### src/rtl/ecc_log_pkg.sv
`timescale 1ns/1ps
package ecc_log_pkg;
    localparam int STAT_W    = 16;
    localparam int DATA_W    = 32;
    localparam int ADDR_W    = 33;
    localparam int GRAIN_LSB = 7;
    localparam int SYN_W     = 8;
    localparam int SEL_W     = 3;
    localparam int PTR_W     = ADDR_W - GRAIN_LSB;

    localparam int B_CE  = 0;
    localparam int B_UE  = 1;
    localparam int B_RTO = 8;
    localparam int B_LCK = 9;
    localparam int B_THM = 11;

    localparam logic [STAT_W-1:0] FLAG_MASK = 16'h0B03;

    typedef enum logic [SEL_W-1:0] {
        SEL_STATUS = 3'd0,
        SEL_CMD    = 3'd1,
        SEL_ADDR   = 3'd2,
        SEL_XADDR  = 3'd3,
        SEL_SYN    = 3'd4
    } reg_sel_e;

    typedef struct packed {
        logic [STAT_W-1:0] flags;
        logic [STAT_W-1:0] enab;
    } stat_regs_t;

    typedef struct packed {
        logic [PTR_W-1:0] line;
        logic             chan;
        logic [SYN_W-1:0] syn;
    } cap_regs_t;
endpackage

### src/rtl/ecc_log_status.sv
`timescale 1ns/1ps
module ecc_log_status
    import ecc_log_pkg::*;
(
    input  logic              clk,
    input  logic              rst_n,
    input  logic              ev_ce,
    input  logic              ev_ue,
    input  logic              ev_rto,
    input  logic              ev_lck,
    input  logic              ev_thm,
    input  logic              wr_status,
    input  logic              wr_cmd,
    input  logic [STAT_W-1:0] wdata,
    output logic [STAT_W-1:0] flags_q,
    output logic [STAT_W-1:0] enab_q,
    output logic [1:0]        ecc_held,
    output logic              sys_err
);
    stat_regs_t        r_d, r_q;
    logic [STAT_W-1:0] clr_bits;
    logic [STAT_W-1:0] kept;
    logic [STAT_W-1:0] set_bits;

    always_comb begin
        clr_bits        = wr_status ? (wdata & FLAG_MASK) : '0;
        kept            = r_q.flags & ~clr_bits;
        set_bits        = '0;
        set_bits[B_CE]  = ev_ce;
        set_bits[B_UE]  = ev_ue;
        set_bits[B_RTO] = ev_rto;
        set_bits[B_LCK] = ev_lck;
        set_bits[B_THM] = ev_thm;
        r_d             = r_q;
        r_d.flags       = kept | set_bits;
        if (wr_cmd) begin
            r_d.enab = wdata & FLAG_MASK;
        end
    end

    always_ff @(posedge clk) begin
        if (!rst_n) begin
            r_q <= '0;
        end else begin
            r_q <= r_d;
        end
    end

    assign flags_q  = r_q.flags;
    assign enab_q   = r_q.enab;
    assign ecc_held = {kept[B_UE], kept[B_CE]};
    assign sys_err  = |(r_q.flags & r_q.enab);

    p_ce_sets_r2: assert property (@(posedge clk) disable iff (!rst_n)
        ev_ce |=> flags_q[B_CE]);

    p_w1c_r3: assert property (@(posedge clk) disable iff (!rst_n)
        (wr_status && wdata[B_RTO] && !ev_rto) |=> !flags_q[B_RTO]);

    p_ue_keeps_ce_r8: assert property (@(posedge clk) disable iff (!rst_n)
        (ev_ue && flags_q[B_CE] && !(wr_status && wdata[B_CE]))
        |=> (flags_q[B_CE] && flags_q[B_UE]));

    p_event_wins_r11: assert property (@(posedge clk) disable iff (!rst_n)
        (wr_status && wdata[B_THM] && ev_thm) |=> flags_q[B_THM]);
endmodule

### src/rtl/ecc_log_capture.sv
`timescale 1ns/1ps
module ecc_log_capture
    import ecc_log_pkg::*;
(
    input  logic             clk,
    input  logic             rst_n,
    input  logic             ev_ce,
    input  logic             ev_ue,
    input  logic [PTR_W-1:0] line,
    input  logic             chan,
    input  logic [SYN_W-1:0] syn,
    input  logic [1:0]       held,
    output logic [PTR_W-1:0] line_q,
    output logic             chan_q,
    output logic [SYN_W-1:0] syn_q
);
    cap_regs_t c_d, c_q;
    logic      take;

    always_comb begin
        // uncorrectable may replace a correctable log; correctable needs an empty log
        take = (ev_ue && !held[1]) || (ev_ce && (held == 2'b00));
        c_d  = c_q;
        if (take) begin
            c_d.line = line;
            c_d.chan = chan;
            c_d.syn  = syn;
        end
    end

    always_ff @(posedge clk) begin
        if (!rst_n) begin
            c_q <= '0;
        end else begin
            c_q <= c_d;
        end
    end

    assign line_q = c_q.line;
    assign chan_q = c_q.chan;
    assign syn_q  = c_q.syn;

    p_ue_capture_r8: assert property (@(posedge clk) disable iff (!rst_n)
        (ev_ue && !held[1]) |=> (line_q == $past(line) && syn_q == $past(syn)
                                 && chan_q == $past(chan)));

    p_ce_hold_r9: assert property (@(posedge clk) disable iff (!rst_n)
        (ev_ce && !ev_ue && held != 2'b00)
        |=> ($stable(line_q) && $stable(chan_q) && $stable(syn_q)));
endmodule

### src/rtl/ecc_log_rdmux.sv
`timescale 1ns/1ps
module ecc_log_rdmux
    import ecc_log_pkg::*;
(
    input  logic [SEL_W-1:0]  sel,
    input  logic [STAT_W-1:0] flags,
    input  logic [STAT_W-1:0] enab,
    input  logic [PTR_W-1:0]  line,
    input  logic              chan,
    input  logic [SYN_W-1:0]  syn,
    output logic [DATA_W-1:0] rdata
);
    localparam int LO_W  = DATA_W - GRAIN_LSB;
    localparam int RSV_W = GRAIN_LSB - 1;

    always_comb begin
        case (sel)
            SEL_STATUS: rdata = DATA_W'(flags);
            SEL_CMD:    rdata = DATA_W'(enab);
            SEL_ADDR:   rdata = {line[LO_W-1:0], {RSV_W{1'b0}}, chan};
            SEL_XADDR:  rdata = DATA_W'(line[PTR_W-1:LO_W]);
            SEL_SYN:    rdata = DATA_W'(syn);
            default:    rdata = '0;
        endcase
    end
endmodule

### src/rtl/ecc_err_log.sv
`timescale 1ns/1ps
module ecc_err_log
    import ecc_log_pkg::*;
(
    input  logic              clk,
    input  logic              rst_n,
    input  logic              ecc_ce_pulse,
    input  logic              ecc_ue_pulse,
    input  logic [PTR_W-1:0]  ecc_line_addr,
    input  logic              ecc_chan,
    input  logic [SYN_W-1:0]  ecc_syn,
    input  logic              refresh_timeout,
    input  logic              lock_nondram,
    input  logic              thermal_trip,
    input  logic              reg_wr,
    input  logic [SEL_W-1:0]  reg_sel,
    input  logic [STAT_W-1:0] reg_wdata,
    output logic [DATA_W-1:0] reg_rdata,
    output logic              sys_err
);
    logic              wr_status, wr_cmd;
    logic [STAT_W-1:0] flags, enab;
    logic [1:0]        held;
    logic [PTR_W-1:0]  line_q;
    logic              chan_q;
    logic [SYN_W-1:0]  syn_q;

    assign wr_status = reg_wr && (reg_sel == SEL_STATUS);
    assign wr_cmd    = reg_wr && (reg_sel == SEL_CMD);

    ecc_log_status u_status (
        .clk       (clk),
        .rst_n     (rst_n),
        .ev_ce     (ecc_ce_pulse),
        .ev_ue     (ecc_ue_pulse),
        .ev_rto    (refresh_timeout),
        .ev_lck    (lock_nondram),
        .ev_thm    (thermal_trip),
        .wr_status (wr_status),
        .wr_cmd    (wr_cmd),
        .wdata     (reg_wdata),
        .flags_q   (flags),
        .enab_q    (enab),
        .ecc_held  (held),
        .sys_err   (sys_err)
    );

    ecc_log_capture u_capture (
        .clk    (clk),
        .rst_n  (rst_n),
        .ev_ce  (ecc_ce_pulse),
        .ev_ue  (ecc_ue_pulse),
        .line   (ecc_line_addr),
        .chan   (ecc_chan),
        .syn    (ecc_syn),
        .held   (held),
        .line_q (line_q),
        .chan_q (chan_q),
        .syn_q  (syn_q)
    );

    ecc_log_rdmux u_rdmux (
        .sel   (reg_sel),
        .flags (flags),
        .enab  (enab),
        .line  (line_q),
        .chan  (chan_q),
        .syn   (syn_q),
        .rdata (reg_rdata)
    );

    p_serr_follows_r5: assert property (@(posedge clk) disable iff (!rst_n)
        (refresh_timeout && enab[B_RTO] && !(reg_wr && reg_sel == SEL_CMD)) |=> sys_err);
endmodule

### config.mk
export PLATFORM = sky130hd
export DESIGN_NAME = ecc_err_log
export DESIGN_NICKNAME = d
export VERILOG_FILES = /design/src/rtl/ecc_log_pkg.sv /design/src/rtl/ecc_log_status.sv /design/src/rtl/ecc_log_capture.sv /design/src/rtl/ecc_log_rdmux.sv /design/src/rtl/ecc_err_log.sv
export SDC_FILE = /design/constraint.sdc
export NUM_CORES = 1
export LEC_CHECK = 0
export ABC_AREA = 1
export BUFFER_PORTS_ARGS = -buffer_cell sky130_fd_sc_hd__buf_2
export CAP_MARGIN = 20
export CORE_ASPECT_RATIO = 1.75
export CORE_UTILIZATION = 56
export CTS_BUF_LIST = sky130_fd_sc_hd__clkbuf_8
export CTS_CLUSTER_DIAMETER = 120
export CTS_CLUSTER_SIZE = 16
export DETAILED_ROUTE_END_ITERATION = 12
export PLACE_DENSITY = 0.88
export SLEW_MARGIN = 40
export SYNTH_ARGS = -nofsm -noshare
export SYNTH_HDL_FRONTEND = slang
export SYNTH_HIERARCHICAL = 1
export SYNTH_SLANG_ARGS = --single-unit
export TNS_END_PERCENT = 20
### constraint.sdc
create_clock -name clk -period 1.9 [get_ports clk]
set_input_delay 0.19 -clock clk [delete_from_list [all_inputs] [get_ports clk]]
set_output_delay 0.19 -clock clk [all_outputs]
set_load 0.05 [all_outputs]
After elaboration in Yosys (flattened, before gate mapping)
Cells that the tools add are included.
{"block": "totals", "regBits": 56, "latch_bits": 0, "ram_bits": 0, "rom_bits": 0, "n_memories": 0}
{"block": "classes", "addsub": 0, "multipliers": 0, "div": 0, "order_cmp": 0, "n_eq_ne": 4, "n_shift": 0, "mux": 2, "bitwise": 4, "reduce_logical": 9}
{"operator": "32-bit case mux with 5 select lines", "count": 1}
{"operator": "16-bit by 12-bit AND with 16-bit output", "count": 1}
{"operator": "16-bit AND", "count": 1}
{"operator": "16-bit inverter", "count": 1}
{"operator": "16-bit by 12-bit OR with 16-bit output", "count": 1}
{"operator": "16-bit OR reduction", "count": 1}
{"operator": "12-bit two-way mux", "count": 1}
{"operator": "3-bit by 2-bit equality test with 1-bit output (second input constant)", "count": 2}
{"operator": "1-bit logical AND", "count": 4}
{"operator": "3-bit by 1-bit equality test with 1-bit output (second input constant)", "count": 1}
{"operator": "3-bit equality test (second input constant)", "count": 1}
{"operator": "3-bit logical NOT", "count": 1}
{"operator": "2-bit logical NOT", "count": 1}
{"operator": "1-bit logical NOT", "count": 1}
{"operator": "1-bit logical OR", "count": 1}

Depth between registers and ports, before layout
Gate-level depths: netlist of the first run.
{"block": "logic_depth", "word_depth": 8, "mapped_depth": 13, "depth_no_buf": 12}

Hierarchy
Netlist of the first run, hierarchy kept.
{"module": "ecc_log_capture", "n_inst": 1, "cells_per_inst": 232, "area_per_inst_um2": 1601.5, "seq_area_each_um2": 700.7}
{"module": "ecc_log_status", "n_inst": 1, "cells_per_inst": 83, "area_per_inst_um2": 569.3, "seq_area_each_um2": 200.2}
{"module": "ecc_log_rdmux", "n_inst": 1, "cells_per_inst": 119, "area_per_inst_um2": 534.3, "seq_area_each_um2": 0.0}
{"module": "ecc_err_log", "n_inst": 1, "cells_per_inst": 8, "area_per_inst_um2": 30.0, "seq_area_each_um2": 0.0}

Least setup slack after synthesis of the first run
OpenSTA, ideal clock, no wires.
{"block": "synth_path", "path_kind": "input port to output port", "from": "input reg_sel[2]", "to": "output reg_rdata[16]", "arrival_ps": 1259, "required_ps": 1710, "path_slack_ps": 451, "cell_stages": 4, "n_path_buf": 1, "cell_sequence": "inv_2 > nand3_4 > buf_2 > nor2_1"}
{"block": "synth_between", "elab_chain_cells": 2}
{"element": "start, declared", "line_no": "ecc_err_log.sv:16", "text": "input logic [SEL_W-1:0] reg_sel,"}
{"element": "3-bit equality test (tied with other cells)", "line_no": "ecc_log_rdmux.sv:17", "text": "case (sel)"}
{"element": "32-bit case mux with 5 select lines *", "line_no": "ecc_log_rdmux.sv:17"}
{"element": "end, declared", "line_no": "ecc_err_log.sv:18", "text": "output logic [DATA_W-1:0] reg_rdata,"}
Every way passes the cells marked *; elsewhere a longest branch is shown, timed or not.

Final worst setup path of the first run
{"block": "layout_path", "from": "input reg_sel[2]", "to": "output reg_rdata[0]"}
Same word-level chain as after synthesis.

==> impl_summary.txt, run 1 <==
----------------------------------------------------
[Outcome]
  Status ... complete, no violations

[Clocking]
  CTS clk-pin slew, worst paths ... around 0.090 ns
  CTS hold repair buffers ... 0
  CTS H-tree lvls ... 2
  TritonCTS clock tree ... done
  Post-CTS Repair Setup Buffers ... 0
  Number of clock sinks seen by CTS ... 45
  Clock Root Buffer ... sky130_fd_sc_hd__clkbuf_8
  Worst-Skew Late Latency ... 0.29 ns
  Resize count post-CTS ... 0
  Maximum buffer depth of the clock tree ... 2
  Inserted Clock Buffers ... 5

[Placed design]
  Dpl hpwl ... 4.248 mm
  Count of port buffers added during placement ... 83
  Placer congestion estimate ... 0.8045

[STA]
  Setup violations, final ... 0
  RSZ-0062 raised after global routing ... no
  Worst-Margin Slew ... 0.6046 ns
  Setup total negative slack ... 0 ns
  Maximum achievable frequency ... 670.2 MHz
  Part of the cycle the worst path needs ... 78.54%
  Worst clock skew on the final layout ... 0.007983 ns
  Period minus WS final ... 1.492 ns
  Final max-slew violation count ... 0
  Worst rel slew slack ... between 50 and 60%
  Number of hold violations in the final report ... 0

[Floorplanning]
  Height of the chip ... 94.45 um
  I/O pins ... 95
  Core area ... 4707 sq um
  Cell Rows ... 33
  Initial core utilization ... 58.11%
  Floorplan die area ... 5179 sq um
  Width of the die ... 54.83 um

[Synth]
  Number of synthesis warnings ... 6
  Post-Synthesis Mean Instance Area ... between 6 and 7 sq um
  Post-synthesis instance area ... 2735 sq um
  Synthesis-stage register bit count ... 45
  Post-Synthesis Cells ... 442
  Library cells used by synthesis ... 20
  Register area share after synthesis ... 32.94%

[Layout]
  Commonest cells after routing, fill and taps aside ... 101 x sky130_fd_sc_hd__nand2_1, 99 x sky130_fd_sc_hd__nor2_1, 83 x sky130_fd_sc_hd__buf_2
  Final antenna diode count ... 0
  Final nets ... 582
  Fraction of layout instances using a drive strength above 1 ... 22.07%
  P&R area growth vs syn ... 12.76%
  Leading cell type in the layout, fill and taps excluded ... sky130_fd_sc_hd__nand2_1
  Fillcell total ... 456

[Detailed routing]
  Detailed Routing Iterations Pass 1 ... 4
  Post-Route WL ... 5.760 mm
  Routed length per instance ... 10.05 um
  Total DRC errors in the routed layout ... 0
  Number of DRC markers in iteration 0 ... 55
  Via-per-instance ratio ... around 4.6
  Total via count in the routed design ... 2632
  Final ANT Viol Nets ... 0

[Pwr]
  Overall power of the completed layout ... between 2000 and 2500 uW
  Reported leakage power ... 0.001779 uW
  Power per cell area ... around 710 nW/um^2
  Switching Power ... approximately 730 uW
  Worst vdd ir ... roughly 0.00064 V
  Sequential power share ... 49.1%
  Switching fraction of total power ... 33.39%
  P_int ... 1454 uW
  Combinational group share of total power ... 24.9%
  Clock share of power ... 26.0%

[GRT]
  Number of global-route vias before repair ... 2390
  Wire length of the first global-routing pass ... ~9.5 mm
  Global-route usage over all layers ... 24.47%
  Maximum number of pins on one net before global-route repair ... 36
  Initial antenna violation count ... 0
  Leftover overflow at the end of global routing ... 0

[Critical path]
  Data arrival time of the critical path ... approximately 1.3 ns
  R2R Path End ... u_capture/line_q[8]
  Category of the most critical setup path ... input pin to primary output
  Maximum fanout along the worst path ... 14
  Slack of the worst reg-to-reg path ... 0.51 ns
  FF-to-FF path depth ... 8
  Critical register-to-register path startpoint ... u_status/flags_q[1]
  Type of element launching the critical path ... input pin
  Category of the worst setup path capture point ... primary output
  Required time of the critical path ... around 1.7 ns
  Origin of the worst setup path ... reg_sel[2]

[Hold path]
  Launch instance of the worst min-delay path ... ecc_line_addr[14]
  Hold depth ... 3
  Class of the most critical hold timing path ... input pin to flip-flop
  Worst Hold Endpoint ... u_capture/line_q[14]

[Job]
  Number of max-cap violations ... 0

----------------------------------------------------
## state kept, by name, indices dropped and copies added (netlist names)
register          cells
u_status/enab_q       5
u_status/flags_q      5
u_capture/line_q     26
u_capture/syn_q       8
u_capture/chan_q      1
## cells in the mapped netlist, drive strengths merged
cell type	number	area, sq um
nand3	56	297.8
inv	76	285.3
buf	38	331.6
o21ai	5	25.02
nand2	105	409.1
nand4	3	18.77
nor2	108	437.9
a21oi	5	25.02
conb	1	3.750
dfxtp	45	900.9
## worst max-delay path by stage
stage,to,depth (start not counted)
after floorplan,reg_rdata[16],4
after global placement,u_capture/line_q[3],13
after detailed placement,u_capture/line_q[12],13
after CTS,reg_rdata[0],8
after global routing,u_capture/line_q[5],13
final,reg_rdata[0],8
## cell type report
| cell class | instances | area (sq um) | area share (%) |
|---|---|---|---|
| inverters | 76 | 285.3 | 9.249 |
| clock inverters | 3 | 15.01 | 0.4868 |
| multi-input cells | 304 | 1296 | 42.03 |
| well taps | 52 | 65.06 | 2.110 |
| repair buffers | 88 | 452.9 | 14.69 |
| clock buffers | 5 | 68.82 | 2.231 |
| flip-flops and latches | 45 | 900.9 | 29.21 |
## cell families after synthesis
kind of cell,share of synthesized area [%]
DFF,32.94
other,0.1371
AOI/OAI and AO/OA,1.830
and+or+nand+nor,42.54
buffers and inverters,22.55
## through the flow
step / instances / hold WS (ns) / setup WS, ns / area, sq um / utilization, %
floorplan: 463 / 0.3216 / 0.4513 / 2814 / -
global placement: 565 / 0.4127 / 0.1987 / 3000 / 63.74
detailed placement: 565 / 0.4201 / 0.1404 / 3000 / 63.74
CTS: 573 / 0.1031 / 0.3918 / 3084 / 65.52
global route: 573 / 0.1075 / 0.2676 / 3084 / 65.52
finish: 573 / 0.1090 / 0.4078 / 3084 / 65.52
## metal layers
metal  track usage (%)  part of all wire [%]
met1             23.67                    40
met2             47.59                    55
met3             4.670                   4.4
met4             7.692                   1.1
met5                 0                     0
## power groups by stage
stage               Combinational, uW  Sequential, uW  Clock [uW]
floorplan                         469            1080           0
global placement                  533            1090           0
detailed placement                545            1090           0
CTS                               547            1070         584
global route                      615            1080         624
finish                            544            1070         568
## worst max-delay path: stages
cell and delay, ns:
sky130_fd_sc_hd__buf_2 0.14, sky130_fd_sc_hd__inv_2 0.16, sky130_fd_sc_hd__nand3_4 0.13, sky130_fd_sc_hd__buf_4 0.21, sky130_fd_sc_hd__nor2_1 0.10, sky130_fd_sc_hd__nor2_1 0.04, sky130_fd_sc_hd__nand2_1 0.07, sky130_fd_sc_hd__buf_2 0.26
(Power assumes the default switching activity.)
==> run 2: changes to the inputs <==
--- a/config.mk
+++ b/config.mk
@@ -5,16 +5,16 @@
 export SDC_FILE = /design/constraint.sdc
 export NUM_CORES = 1
 export LEC_CHECK = 0
-export ABC_AREA = 1
+export ABC_AREA = 0
 export BUFFER_PORTS_ARGS = -buffer_cell sky130_fd_sc_hd__buf_2
 export CAP_MARGIN = 20
 export CORE_ASPECT_RATIO = 1.75
-export CORE_UTILIZATION = 56
+export CORE_UTILIZATION = 47
 export CTS_BUF_LIST = sky130_fd_sc_hd__clkbuf_8
 export CTS_CLUSTER_DIAMETER = 120
 export CTS_CLUSTER_SIZE = 16
 export DETAILED_ROUTE_END_ITERATION = 12
-export PLACE_DENSITY = 0.88
+export PLACE_DENSITY = 0.79
 export SLEW_MARGIN = 40
 export SYNTH_ARGS = -nofsm -noshare
 export SYNTH_HDL_FRONTEND = slang
==> constraint.sdc (replaced) <==
create_clock -name clk -period 1.3 [get_ports clk]
set_input_delay 0.13 -clock clk [delete_from_list [all_inputs] [get_ports clk]]
set_output_delay 0.13 -clock clk [all_outputs]
set_load 0.05 [all_outputs]
==> run 2 against run 1 <==
  * The run now ends with negative setup slack left
  * Die area is 16% higher
  * Clock power is 88% higher
  * Via count is 14% lower
  * Non-clock buffer count is 16 higher
  * Total power is 59% higher
  * First-iteration DRC count is 9.1% lower
  * Register-to-register slack worse by 0.61 ns
  * Critical path depth is 4 lower
  * Setup slack worse by 0.59 ns
  * Clock skew is 0.0030 ns lower
  * Synthesized cell count is 30% lower
  * Hold slack worse by 0.066 ns
==> impl_summary.txt, run 2 <==
----------------------------------------------------
[Outcome]
  Status ... complete, but fails checks
  Violations in the final reports ... negative setup slack

[Synth]
  Register area share after synthesis ... 33.55% (+0.61 points)
  Post-Synthesis Mean Instance Area ... 8.662 sq um (+40%)
  Most area-consuming cells after synthesis ... sky130_fd_sc_hd__dfxtp_1 34%, sky130_fd_sc_hd__mux2i_1 21%, sky130_fd_sc_hd__nand2_1 12%, sky130_fd_sc_hd__buf_4 6.7%, sky130_fd_sc_hd__and2_1 3.7%
  Synth area leader ... sky130_fd_sc_hd__dfxtp_1
  Number of synthesis warnings ... 6 (unchanged)
  Compound-cell area share of the yosys netlist ... 7.782% (+6.0 points)
  Simple logic cell fraction of the synthesized area ... 24.28% (-18 points)
  Library cells used by synthesis ... 34 (+70%)
  Mux cell area share after synthesis ... 20.92% (+21 points)
  Synth Area in XOR/XNOR ... 0% (unchanged)
  Synthesis-stage register bit count ... 45 (unchanged)
  Main combinational cell family by area after synthesis ... simple AND/OR/NAND/NOR gates
  Post-Synth Adder-Cell Area ... 0% (unchanged)
  Area share of the largest cell type after synthesis ... 33.55% (+0.61 points)
  Dominant synthesized flop cell ... sky130_fd_sc_hd__dfxtp_1
  Post-synthesis instance area ... 2685 sq um (-1.8%)
  Count of flip-flops with a built-in enable after synthesis ... 0 (unchanged)
  Post-Synthesis Cells ... 310 (-30%)
  Share of flip-flops with an asynchronous set or reset after synthesis ... 0% (unchanged)
  Commonest cells in the netlist ... 85 x sky130_fd_sc_hd__nand2_1, 55 x sky130_fd_sc_hd__mux2i_1, 45 x sky130_fd_sc_hd__dfxtp_1, 24 x sky130_fd_sc_hd__buf_4, 16 x sky130_fd_sc_hd__and2_1
  Most common cell in the netlist ... sky130_fd_sc_hd__nand2_1

[Detailed routing]
  Via-per-instance ratio ... 4.775 (+3.9%)
  Routed length per instance ... 13.04 um (+30%)
  Detailed Routing Iterations Pass 1 ... 4 (unchanged)
  Post-Route WL ... 6.195 mm (+7.6%)
  Final ANT Viol Nets ... 0 (unchanged)
  Number of DRC markers in iteration 0 ... 50 (-9.1%)
  Total via count in the routed design ... 2268 (-14%)
  Total DRC errors in the routed layout ... 0 (unchanged)

[Critical path]
  Data arrival time of the critical path ... 1.36 ns (+0.06 ns)
  Category of the most critical setup path ... flip-flop to primary output
  Slack of the worst reg-to-reg path ... -0.10 ns (-0.61 ns)
  Delay of the slowest cell on the worst path ... 0.34 ns (+0.08 ns)
  FF-to-FF path depth ... 5 (-3)
  Crit path max-delay cell type ... sky130_fd_sc_hd__dfxtp_2
  Required time of the critical path ... 1.17 ns (-0.54 ns)
  Type of element launching the critical path ... flip-flop
  Cell occurring most often along the worst timing path ... sky130_fd_sc_hd__buf_6
  Maximum fanout along the worst path ... 3 (-11)
  Category of the worst setup path capture point ... primary output
  Cell-by-cell listing of the critical path ... buf_6 > a222oi_1 > nand2_1 > buf_6

[Floorplanning]
  Cell Rows ... 36 (+9.1%)
  I/O pins ... 95 (unchanged)
  Width of the die ... 59.14 um (+7.9%)
  Floorplan die area ... 6031 sq um (+16%)
  Height of the chip ... 102.0 um (+8.0%)
  Core area ... 5540 sq um (+18%)
  Initial core utilization ... 48.46% (-9.6 points)

[STA]
  Hold Slack ... 0.04335 ns (-0.06566 ns)
  Worst clock skew on the final layout ... 0.004994 ns (-0.002989 ns)
  RSZ-0062 raised after global routing ... yes
  Final Worst Setup Slack ... -0.1869 ns (-0.5948 ns)
  Number of hold violations in the final report ... 0 (unchanged)
  Part of the cycle the worst path needs ... 114.4%
  Period minus WS final ... around 1.5 ns
  Setup violations, final ... 51 (+51)
  Maximum achievable frequency ... 672.5 MHz
  Final max-slew violation count ... 0 (unchanged)

[Layout]
  Number of flip-flops under the largest register name ... 26 (unchanged)
  Commonest cells after routing, fill and taps aside ... 85 x sky130_fd_sc_hd__nand2_1, 55 x sky130_fd_sc_hd__mux2i_1, 48 x sky130_fd_sc_hd__buf_2
  Finished Core Util ... 65.67% (+0.15 points)
  Fraction of layout instances using a drive strength above 1 ... 40.85% (+19 points)
  P&R area growth vs syn ... 35.51%
  Leading cell type in the layout, fill and taps excluded ... sky130_fd_sc_hd__nand2_1
  Final nets ... 460 (-21%)
  Final antenna diode count ... 0 (unchanged)
  Design Area, Final ... 3638 sq um (+18%)

[Job]
  Number of max-cap violations ... 0 (unchanged)

[Clocking]
  TritonCTS clock tree ... done
  Clock Root Buffer ... sky130_fd_sc_hd__clkbuf_8
  Inserted Clock Buffers ... 5 (unchanged)
  CTS H-tree lvls ... 2 (unchanged)
  CTS hold repair buffers ... 0 (unchanged)
  CTS clk-pin slew, worst paths ... 0.08 ns (about the same)
  Worst-Skew Late Latency ... 0.29 ns (about the same)
  Number of clock sinks seen by CTS ... 45 (unchanged)
  Maximum buffer depth of the clock tree ... 2 (unchanged)

[GRT]
  Wire length of the first global-routing pass ... 9.735 mm (+1.9%)
  Number of global-route vias before repair ... 2234 (-6.5%)
  Maximum number of pins on one net before global-route repair ... 81 (+130%)
  Global-route usage over all layers ... 21.32% (-3.2 points)
  Initial antenna violation count ... 0 (unchanged)
  Leftover overflow at the end of global routing ... 0 (unchanged)

[Placed design]
  Placed Instance Area ... 3136 sq um (+4.5%)
  Placer congestion estimate ... 0.8084 (+0.48%)
  Count of port buffers added during placement ... 83 (unchanged)
  Dpl hpwl ... 4.215 mm (-0.79%)
  DP Worst Slack ... -0.2605 ns (-0.4009 ns)

[Pwr]
  Worst vdd ir ... 0.0006716 V (+5.3%)
  Power per cell area ... 952.2 nW/um^2 (+35%)
  Reported leakage power ... 0.001694 uW (-4.8%)
  Overall power of the completed layout ... 3465 uW (+59%)

[Hold path]
  Class of the most critical hold timing path ... input pin to flip-flop
  Hold depth ... 2 (-1)

----------------------------------------------------
-- run 2: stage by stage --
stage | instances | setup TNS, ns
after floorplan | 331 | -3.183
after global placement | 464 | -10.40
after detailed placement | 464 | -12.34
after CTS | 475 | -3.583
after global routing | 475 | -5.772
final | 475 | -2.988
-- run 2: final timing paths --
kind | start | to
worst min register to register | u_capture/syn_q[5] | u_capture/syn_q[5]
worst max register to register | u_status/flags_q[0] | u_capture/line_q[24]
worst max-delay path | u_status/flags_q[0] | sys_err
worst min-delay path | thermal_trip | u_status/flags_q[11]
-- run 2: repair_timing --
item,4_1_cts,5_1_grt
setup buffers,2,0
resized for setup,85,40
pin swaps,5,13
cloned,1,0
endpoints found under the setup margin,68,68
-- run 2: area by class of cell --
cell class,count,area (sq um)
clock buffers,6,82.58
well taps,76,95.09
repair buffers,104,893.4
multi-input cells,240,1603
clock inverters,2,33.78
inverters,2,7.507
flip-flops and latches,45,923.4
fillers,479,1902
-- run 2: logic make-up (layout without fill, tap and decap cells) --
logic type / count (synthesis) / count (layout)
AOI/OAI and AO/OA: 30 / 30
DFF: 45 / 45
buffers and inverters: 46 / 114
other: 1 / 22
muxes: 56 / 56
and+or+nand+nor: 132 / 132
-- run 2: critical path: cells and delay by family (launching register included) --
| family | cells | cell delay (ns) |
|---|---|---|
| buffers and inverters | 2 | 0.27 |
| flip-flops | 1 | 0.34 |
| AO/OA/AOI/OAI | 1 | 0.31 |
| AND/OR/NAND/NOR | 1 | 0.13 |
-- run 2: routing by layer --
metal,track usage [%],up-vias,share of wire (%)
met1,20.33,1049,37
met2,42.40,65,57
met3,4.430,11,4.5
li1,-,1143,-
met5,0,-,0
met4,8.242,0,2.1
-- run 2: report_power, final --
group          internal (uW)  switching (uW)  total (uW)
registers               1490            57.7        1550
clock network            619             454        1070
logic                    397             450         847
